`src/rtl/gpio_bank_pkg.sv`:
```
package gpio_bank_pkg;
  localparam int unsigned SEL_W = 3;
  typedef enum logic [SEL_W-1:0] {
    SEL_DATA = 3'd0,
    SEL_DIR  = 3'd1,
    SEL_LVL  = 3'd2,
    SEL_PULL = 3'd3,
    SEL_SCHM = 3'd4
  } bank_sel_e;
endpackage

```
`src/rtl/gpio_pin_sync.sv`:
```
module gpio_pin_sync #(
  parameter int unsigned WIDTH  = 8,
  parameter int unsigned STAGES = 2
) (
  input  logic             clk_i,
  input  logic             rst_ni,
  input  logic [WIDTH-1:0] d_i,
  output logic [WIDTH-1:0] q_o
);
  logic [WIDTH-1:0] chain_q [STAGES];

  always_ff @(posedge clk_i or negedge rst_ni) begin
    if (!rst_ni) begin
      for (int s = 0; s < STAGES; s++) chain_q[s] <= '0;
    end else begin
      chain_q[0] <= d_i;
      for (int s = 1; s < STAGES; s++) chain_q[s] <= chain_q[s-1];
    end
  end

  assign q_o = chain_q[STAGES-1];
endmodule

```
`src/rtl/gpio_port_regs.sv`:
```
module gpio_port_regs
  import gpio_bank_pkg::*;
#(
  parameter int unsigned PORT_W  = 8,
  parameter bit          HAS_SCHM = 1'b1,
  parameter logic [PORT_W-1:0] PRESENT = '1
) (
  input  logic              clk_i,
  input  logic              rst_ni,
  input  logic              wr_i,
  input  bank_sel_e         sel_i,
  input  logic [PORT_W-1:0] wdata_i,
  output logic [PORT_W-1:0] data_o,
  output logic [PORT_W-1:0] dir_o,
  output logic [PORT_W-1:0] lvl_o,
  output logic [PORT_W-1:0] pull_o,
  output logic [PORT_W-1:0] schm_o
);
  // absent pins hold 1
  logic [PORT_W-1:0] wval;
  assign wval = wdata_i | ~PRESENT;

  logic [PORT_W-1:0] data_q, dir_q, lvl_q, pull_q;

  always_ff @(posedge clk_i or negedge rst_ni) begin
    if (!rst_ni) begin
      data_q <= '1;
      dir_q  <= '1;
      lvl_q  <= '1;
      pull_q <= '1;
    end else if (wr_i) begin
      case (sel_i)
        SEL_DATA: data_q <= wval;
        SEL_DIR:  dir_q  <= wval;
        SEL_LVL:  lvl_q  <= wval;
        SEL_PULL: pull_q <= wval;
        default: ;
      endcase
    end
  end

  generate
    if (HAS_SCHM) begin : g_schm
      logic [PORT_W-1:0] schm_q;
      always_ff @(posedge clk_i or negedge rst_ni) begin
        if (!rst_ni) schm_q <= '1;
        else if (wr_i && sel_i == SEL_SCHM) schm_q <= wval;
      end
      assign schm_o = schm_q;
    end else begin : g_no_schm
      assign schm_o = '1;
    end
  endgenerate

  assign data_o = data_q;
  assign dir_o  = dir_q;
  assign lvl_o  = lvl_q;
  assign pull_o = pull_q;
endmodule

```
`src/rtl/gpio_bank_ctrl.sv`:
```
module gpio_bank_ctrl
  import gpio_bank_pkg::*;
#(
  parameter int unsigned NUM_PORTS   = 5,
  parameter int unsigned PORT_W      = 8,
  parameter int unsigned ADDR_W      = 8,
  parameter int unsigned BASE_ADDR   = 5,
  parameter int unsigned PORTA_PINS  = PORT_W,
  parameter int unsigned SYNC_STAGES = 2
) (
  input  logic                          clk_i,
  input  logic                          rst_ni,
  input  logic                          mode_wr_i,
  input  logic                          bus_wr_i,
  input  logic [ADDR_W-1:0]             addr_i,
  input  logic [PORT_W-1:0]             wdata_i,
  input  logic                          rd_pins_i,
  output logic [PORT_W-1:0]             rdata_o,
  input  logic [NUM_PORTS*PORT_W-1:0]   pin_i,
  output logic [NUM_PORTS*PORT_W-1:0]   oe_o,
  output logic [NUM_PORTS*PORT_W-1:0]   dout_o,
  output logic [NUM_PORTS*PORT_W-1:0]   pu_n_o,
  output logic [NUM_PORTS*PORT_W-1:0]   lvl_o,
  output logic [NUM_PORTS*PORT_W-1:0]   st_n_o
);
  localparam int unsigned TOT_W = NUM_PORTS * PORT_W;
  localparam int unsigned IDX_W = (NUM_PORTS > 1) ? $clog2(NUM_PORTS) : 1;
  localparam logic [PORT_W-1:0] A_MASK =
    (PORTA_PINS >= PORT_W) ? '1 : PORT_W'((64'd1 << PORTA_PINS) - 64'd1);

  // mode register
  bank_sel_e mode_q;
  always_ff @(posedge clk_i or negedge rst_ni) begin
    if (!rst_ni) mode_q <= SEL_DATA;
    else if (mode_wr_i) mode_q <= bank_sel_e'(wdata_i[SEL_W-1:0]);
  end

  // address decode
  logic [ADDR_W-1:0] offset;
  logic              in_range;
  logic [IDX_W-1:0]  port_idx;
  assign offset   = addr_i - ADDR_W'(BASE_ADDR);
  assign in_range = (addr_i >= ADDR_W'(BASE_ADDR)) && (offset < ADDR_W'(NUM_PORTS));
  assign port_idx = offset[IDX_W-1:0];

  logic [TOT_W-1:0] pin_sync;
  gpio_pin_sync #(.WIDTH(TOT_W), .STAGES(SYNC_STAGES)) u_sync (
    .clk_i (clk_i),
    .rst_ni(rst_ni),
    .d_i   (pin_i),
    .q_o   (pin_sync)
  );

  logic [PORT_W-1:0] data_arr [NUM_PORTS];
  logic [PORT_W-1:0] dir_arr  [NUM_PORTS];
  logic [PORT_W-1:0] lvl_arr  [NUM_PORTS];
  logic [PORT_W-1:0] pull_arr [NUM_PORTS];
  logic [PORT_W-1:0] schm_arr [NUM_PORTS];
  logic [PORT_W-1:0] pin_arr  [NUM_PORTS];
  logic [PORT_W-1:0] mask_arr [NUM_PORTS];

  for (genvar k = 0; k < NUM_PORTS; k++) begin : g_port
    localparam logic [PORT_W-1:0] MASK = (k == 0) ? A_MASK : '1;
    logic wr_hit;
    assign wr_hit = bus_wr_i && in_range && (port_idx == IDX_W'(k));

    gpio_port_regs #(
      .PORT_W  (PORT_W),
      .HAS_SCHM(k != 0),
      .PRESENT (MASK)
    ) u_regs (
      .clk_i  (clk_i),
      .rst_ni (rst_ni),
      .wr_i   (wr_hit),
      .sel_i  (mode_q),
      .wdata_i(wdata_i),
      .data_o (data_arr[k]),
      .dir_o  (dir_arr[k]),
      .lvl_o  (lvl_arr[k]),
      .pull_o (pull_arr[k]),
      .schm_o (schm_arr[k])
    );

    assign mask_arr[k] = MASK;
    assign pin_arr[k]  = pin_sync[k*PORT_W +: PORT_W];

    assign oe_o  [k*PORT_W +: PORT_W] = ~dir_arr[k] & MASK;
    assign dout_o[k*PORT_W +: PORT_W] = data_arr[k];
    assign pu_n_o[k*PORT_W +: PORT_W] = pull_arr[k];
    assign lvl_o [k*PORT_W +: PORT_W] = lvl_arr[k];
    assign st_n_o[k*PORT_W +: PORT_W] = schm_arr[k];
  end

  // read mux
  always_comb begin
    rdata_o = '0;
    if (in_range) begin
      case (mode_q)
        SEL_DATA: rdata_o = rd_pins_i ? (pin_arr[port_idx] | ~mask_arr[port_idx])
                                      : data_arr[port_idx];
        SEL_DIR:  rdata_o = dir_arr[port_idx];
        SEL_LVL:  rdata_o = lvl_arr[port_idx];
        SEL_PULL: rdata_o = pull_arr[port_idx];
        SEL_SCHM: rdata_o = (port_idx == '0) ? '0 : schm_arr[port_idx];
        default:  rdata_o = '0;
      endcase
    end
  end
endmodule

```
`config.mk`:
```
export PLATFORM = sky130hd
export DESIGN_NAME = gpio_bank_ctrl
export DESIGN_NICKNAME = d
export VERILOG_FILES = /design/src/rtl/gpio_bank_pkg.sv /design/src/rtl/gpio_pin_sync.sv /design/src/rtl/gpio_port_regs.sv /design/src/rtl/gpio_bank_ctrl.sv
export SDC_FILE = /design/constraint.sdc
export NUM_CORES = 1
export LEC_CHECK = 0
export BUFFER_PORTS_ARGS = -buffer_cell sky130_fd_sc_hd__buf_2
export CAP_MARGIN = 40
export CORE_MARGIN = 3
export CORE_UTILIZATION = 59
export DETAILED_ROUTE_END_ITERATION = 16
export PLACE_DENSITY = 0.95
export SLEW_MARGIN = 20
export SYNTH_ARGS = -nofsm -noshare
export SYNTH_HDL_FRONTEND = slang
export SYNTH_SLANG_ARGS = --single-unit
```
`constraint.sdc`:
```
create_clock -name clk_i -period 9.11 [get_ports clk_i]
set_input_delay 2.733 -clock clk_i [delete_from_list [all_inputs] [get_ports clk_i]]
set_output_delay 2.733 -clock clk_i [all_outputs]
set_load 0.01 [all_outputs]
```
==> results of run 1 <==
area by class of cell:
cell class | instances | area share
tap | 265 | 0.0223
clock inverter | 21 | 0.0199
multi-input combinational | 474 | 0.314
clock buffer | 31 | 0.0507
inverter | 43 | 0.0109
timing repair buffer | 285 | 0.104
sequential | 275 | 0.479
sequential cells by signal, indices dropped and copies added (netlist names):
name                  count
g_port.u_regs.schm_o     32
g_port.u_regs.lvl_o      40
u_sync.q_o               40
g_port.u_regs.dir_o      40
mode_q                    3
u_sync.chain_q           40
g_port.u_regs.pull_o     40
g_port.u_regs.data_o     40
metrics by stage:
step                      setup slack, ps  total power [W]   util  hold WS [ps]
after global routing                  953          0.00284  0.749           345
after detailed placement             1090          0.00149  0.695           335
after floorplan                      1080          0.00140      -           331
after CTS                            1080          0.00277  0.747           342
final                                1030          0.00276  0.749           335
after global placement               1130          0.00148  0.690           332
power by group:
group / internal [W] / leakage (nW) / switching, W / total [W]
logic: 0.0000673 / 3.19 / 0.000126 / 0.000193
registers: 0.00126 / 2.95 / 0.0000208 / 0.00128
clock network: 0.000795 / 0.512 / 0.000490 / 0.00129
total: 0.00212 / 6.65 / 0.000637 / 0.00276
Yosys cell counts, drive strengths merged, types with 4 or more instances:
cell / count
mux2: 199
dfstp: 192
dfrtp: 83
inv: 42
clkbuf: 32
mux2i: 32
nand3: 32
buf: 28
nand2: 25
mux4: 24
nor3: 21
nor2: 16
a221o: 13
o21ai: 13
a22oi: 11
o211ai: 10
a21oi: 8
ha: 6
a32oi: 5
o311ai: 5
a2111oi: 4
a31oi: 4
per-layer routing:
layer	wire length (um)	part of all wire
met5	41	0.0012
met2	17400	0.49
met3	3370	0.096
met1	13100	0.37
met4	1330	0.038
kinds of logic after synthesis:
kind of cell	count (synthesis)
mux	255
flops	275
xor+xnor	4
fa+ha+maj	6
simple gates	108
compound gates	93
other cells	1
buf+inv	103
how the worst max path moves through the flow:
stage / slack (ps) / start / end / cells after the start
4_1_cts: 1080 / addr_i[0] / rdata_o[5] / 10
6_report: 1030 / addr_i[0] / rdata_o[0] / 10
3_5_place_dp: 1090 / addr_i[0] / rdata_o[4] / 10
3_3_place_gp: 1130 / addr_i[0] / rdata_o[4] / 10
5_1_grt: 950 / addr_i[0] / rdata_o[0] / 10
2_1_floorplan: 1080 / addr_i[0] / rdata_o[3] / 11
==> metrics, run 1 <==
Clock Sinks=275; Slowest-stage cell, CP=a2111oi_0; Post-CTS Setup Bufs=0; status=finished, final reports clean; R2R Path End=g_port[1].u_regs.dir_o[1]; drt drc=0; Max IR drop VDD=~0.00016 V; Register-to-Register Setup Slack=about 6600 ps; Synth Area in Compound Gates=0.0578; vias per cell=6.18; post-cts sizing count=0; Total Routed Length=about 35000 um; Longest Clk Path Bufs=3; Post-Layout Cell Count=1394; Startpoint Class=primary input; WL/cell=25.2 um; DIE WIDTH=150 um; Lkg Pwr=~6.6 nW; Post-Synth XOR/XNOR Area=0.00288; area grow syn2layout=22.2%; GPL Wtd Cong=0.924; Setup Skew=17.4 ps; pwr/cell area=186 nW/um2; total congestion overflow=0; Worst Min Path Start=u_sync.chain_q[66]; number of synthesized flops with an enable pin=0; Post-layout nets=1174; clk root buf=clkbuf_16; FILL cells=1206; via count=8612; crit-path cells=buf_2 -> clkinv_1 -> buf_4 -> ha_4 -> buf_12 -> mux2i_1 -> nor2_1 -> a2111oi_0 -> a31oi_1 -> buf_2; Sequential Area=~7000 um2; maximum number of pins on one net before global-route repair=about 100; number of synthesized register bits=~280; reg2reg path depth=5; Cells after Synth=845; WP buf/inv=5; vias in the first global route=8826; kind of critical path=primary input to primary output; dpl cells=1337; Die ar.=~22000 um2; Setup crit end kind=primary output; worst reg2reg path startpoint=mode_q[0]; ANT cells=0; layout cells sized above 1=0.678; GR Util met1=0.413; most frequent cells in the layout=259 x buf_2, 192 x mux2_2, 192 x dfstp_2; Starting Density=0.613; RSZ-0062 raised after global routing=false; initial antenna violation count=3; Slew @ Worst Pin=between 700 and 800 ps; # rows=51; slew margin rel.=0.482; share of the synthesized area in the top cell type=0.415; Final Critical Period=8080 ps; Post-Synth Adder-Cell Area=0.00617; busiest layer in global routing=met2; sequential-to-total area share from yosys stat=0.585; Fmax=~0.12 GHz; largest family of logic cells by synthesized area=multiplexers; Ports=269; cts bufs inserted=28; grt met3 use=0.0718; final instance area=between 10000 and 15000 um2; period utilisation layout=0.887; Reg clk slew, reported paths=around 70 ps; CP Max Fanout=49; critical path's top delay family=buffers and inverters; clock latency on the worst-skew pair=540 ps; commonest non-fill, non-tap cell in the layout=buf_2; overall fraction of global-route tracks in use=0.313; CTS H-Tree Depth=1; area of the multi-input gates=around 4700 um2; delay of the slowest critical-path stage=560 ps; main flop type after synthesis=dfstp_2; hold_buf cts=0; Synth Area in Simple Gates=0.0557; first-pass GRT wire length=52800 um; die height=150 um; Hold Vio Cnt, Final=0; synth warn=0; CP arrival=5350 ps; GRT met2 Usage=0.515; Pre-Repair DR Iteration Count=5; area leader, netlist=dfstp_2; Max Cap Viol=0; CTS tree=yes; final setup fails=0; hpwl dp=24500 um; Final Max Tran Viols=0; post-synthesis area per instance=14.4 um2; DRT iter0 DRCs=776; TNS Setup=0 ps; Worst Hold Class=register to register; Min-Delay Path Depth=0; Post-Syn Area=12200 um2; I/O Buffers=260; WP data required=~6400 ps; fraction of registers with async set/reset=1.00; core area=19800 um2; Detail Route Antenna Nets=0; Cell Area, Placed=13800 um2; Synth area leaders=dfstp_2 41%, mux2_2 18%, dfrtp_1 17%; Synth cell types=51; Hold Path End=u_sync.q_o[26]; Most Frequent Cell on Critical Path=buf_2; post-synthesis mux area share=0.255
Power figures use the tool's default switching activity.
==> run 2, diff against run 1 <==
==> constraint.sdc (replaced) <==
create_clock -name clk_i -period 9.11 [get_ports clk_i]
set_input_delay 2.733 -clock clk_i [delete_from_list [all_inputs] [get_ports clk_i]]
set_output_delay 2.733 -clock clk_i [all_outputs]
set_load 0.005 [all_outputs]
==> metrics, run 2 (synthesis gave the netlist of run 1 again) <==
status=finished, final reports clean (unchanged); core area=19800 um2 (unchanged); dpl cells=1335 (was 1337); CP Max Fanout=47 (was 49); reg2reg path depth=4 (was 5); Slew @ Worst Pin=879 ps (was 776 ps); first-pass GRT wire length=51600 um (was 52800 um); DRT iter0 DRCs=707 (was 776); via count=8522 (was 8612); layout cells sized above 1=0.674 (was 0.678); CTS H-Tree Depth=1 (unchanged); Worst Hold Class=register to register (unchanged); Die ar.=22400 um2 (unchanged); delay of the slowest critical-path stage=720 ps (was 560 ps); Final Critical Period=8140 ps (was 8080 ps); TNS Setup=0 ps (unchanged); Post-CTS Setup Bufs=0 (unchanged); Post-layout nets=1170 (was 1174); GPL Wtd Cong=0.909 (was 0.924); total congestion overflow=0 (unchanged); slew margin rel.=0.411 (was 0.482); Max IR drop VDD=0.000193 V (was 0.000162 V); Max Cap Viol=0 (unchanged); RSZ-0062 raised after global routing=false (unchanged); WP data required=6380 ps (about the same); Slowest-stage cell, CP=ha_4 (was a2111oi_0); Setup Skew=13.3 ps (was 17.4 ps); vias per cell=6.14 (was 6.18); die height=150 um (unchanged); Register-to-Register Setup Slack=6540 ps (was 6560 ps); maximum number of pins on one net before global-route repair=102 (unchanged); clock latency on the worst-skew pair=530 ps (was 540 ps); most frequent cells in the layout=259 x buf_2, 192 x mux2_2, 192 x dfstp_2 (unchanged); DIE WIDTH=150 um (unchanged); ANT cells=0 (unchanged); clk root buf=clkbuf_16 (unchanged); period utilisation layout=0.894 (was 0.887); Hold Vio Cnt, Final=0 (unchanged); Reg clk slew, reported paths=60 ps (was 70 ps); Clock Sinks=275 (unchanged); overall fraction of global-route tracks in use=0.305 (was 0.313); Post-Layout Cell Count=1388 (was 1394); Most Frequent Cell on Critical Path=buf_2 (unchanged); Startpoint Class=primary input (unchanged); Total Routed Length=34300 um (was 35200 um); cts bufs inserted=27 (was 28); CP arrival=5410 ps (was 5350 ps); Setup crit end kind=primary output (unchanged); Min-Delay Path Depth=0 (unchanged); worst hold margin=341 ps (was 335 ps); Detail Route Antenna Nets=0 (unchanged); pwr/cell area=179 nW/um2 (was 186 nW/um2); Fmax=0.123 GHz (was 0.124 GHz); Pre-Repair DR Iteration Count=5 (unchanged); post-cts sizing count=0 (unchanged); CTS tree=yes (unchanged); kind of critical path=primary input to primary output (unchanged); initial antenna violation count=1 (was 3); Lkg Pwr=6.58 nW (was 6.65 nW); Longest Clk Path Bufs=3 (unchanged); hpwl dp=24300 um (was 24500 um); crit path to=rdata_o[3] (was rdata_o[0]); Final Max Tran Viols=0 (unchanged); final setup fails=0 (unchanged); I/O Buffers=260 (unchanged); drt drc=0 (unchanged); commonest non-fill, non-tap cell in the layout=buf_2 (unchanged); R2R Path End=g_port[0].u_regs.dir_o[1] (was g_port[1].u_regs.dir_o[1]); Ports=269 (unchanged); # rows=51 (unchanged); hold_buf cts=0 (unchanged); crit path from=addr_i[0] (unchanged); WL/cell=24.7 um (was 25.2 um); crit-path cells=buf_2 -> clkinv_1 -> buf_4 -> ha_4 -> buf_12 -> mux4_2 -> a221oi_1 -> o22a_1 -> a21oi_1 -> buf_2 (was buf_2 -> clkinv_1 -> buf_4 -> ha_4 -> buf_12 -> mux2i_1 -> nor2_1 -> a2111oi_0 -> a31oi_1 -> buf_2); area grow syn2layout=21.2% (was 22.2%); Starting Density=0.613 (unchanged); worst reg2reg path startpoint=mode_q[0] (unchanged); vias in the first global route=8580 (was 8826)
## run 2: cell count changes in the layout (fill, tap and decap cells not counted)
cell       delta
clkinv_2      -2
clkinv_1      -1
clkinv_4      -1
clkbuf_8      +3
inv_8         -1
buf_4         -4
bufinv_16     -3
clkbuf_1      +4
buf_16        +1
clkbuf_16     -2
## run 2: per-layer routing
metal	GRT usage	routed length, um	vias up	part of all wire
met1	0.412	13200	4379	0.39
met3	0.0672	3110	91	0.091
li1	-	-	3588	-
met2	0.498	16700	462	0.49
met5	0	13	-	0.00038
met4	0.0952	1270	2	0.037
## run 2: cell type report
cell class | count | area (um2)
Timing Repair Buffer | 282 | 1540
Inverter | 43 | 161
Tap cell | 265 | 332
Multi-Input combinational cell | 474 | 4660
Fill cell | 1218 | 5100
Sequential cell | 275 | 7120
Clock inverter | 13 | 171
Clock buffer | 36 | 759
## run 2: worst min path at each step
stage	slack [ps]	from	end
4_1_cts	340	u_sync.chain_q[55]	u_sync.q_o[15]
3_5_place_dp	330	u_sync.chain_q[55]	u_sync.q_o[15]
6_report	340	u_sync.chain_q[55]	u_sync.q_o[15]
3_3_place_gp	330	u_sync.chain_q[70]	u_sync.q_o[30]
5_1_grt	360	u_sync.chain_q[71]	u_sync.q_o[31]
2_1_floorplan	330	u_sync.chain_q[40]	u_sync.q_o[0]
## run 2: worst max-delay path, delay by kind of cell
kind	cells	cell delay (ps)
compound gates	3	720
mux	1	360
fa+ha+maj	1	720
buf+inv	5	850
## run 2: where the power goes
group / internal, W / switching (W)
Combinational: 0.0000686 / 0.000124
Sequential: 0.00126 / 0.0000191
Clock: 0.000697 / 0.000467
Total: 0.00203 / 0.000610
## run 2: stage by stage
step | setup slack [ps] | total power (W) | utilization | instance area, um2
2_1_floorplan | 1150 | 0.00139 | - | 12200
3_3_place_gp | 1090 | 0.00148 | 0.690 | 13700
3_5_place_dp | 1010 | 0.00149 | 0.695 | 13800
4_1_cts | 1000 | 0.00265 | 0.742 | 14700
5_1_grt | 866 | 0.00272 | 0.743 | 14700
6_report | 965 | 0.00264 | 0.743 | 14700
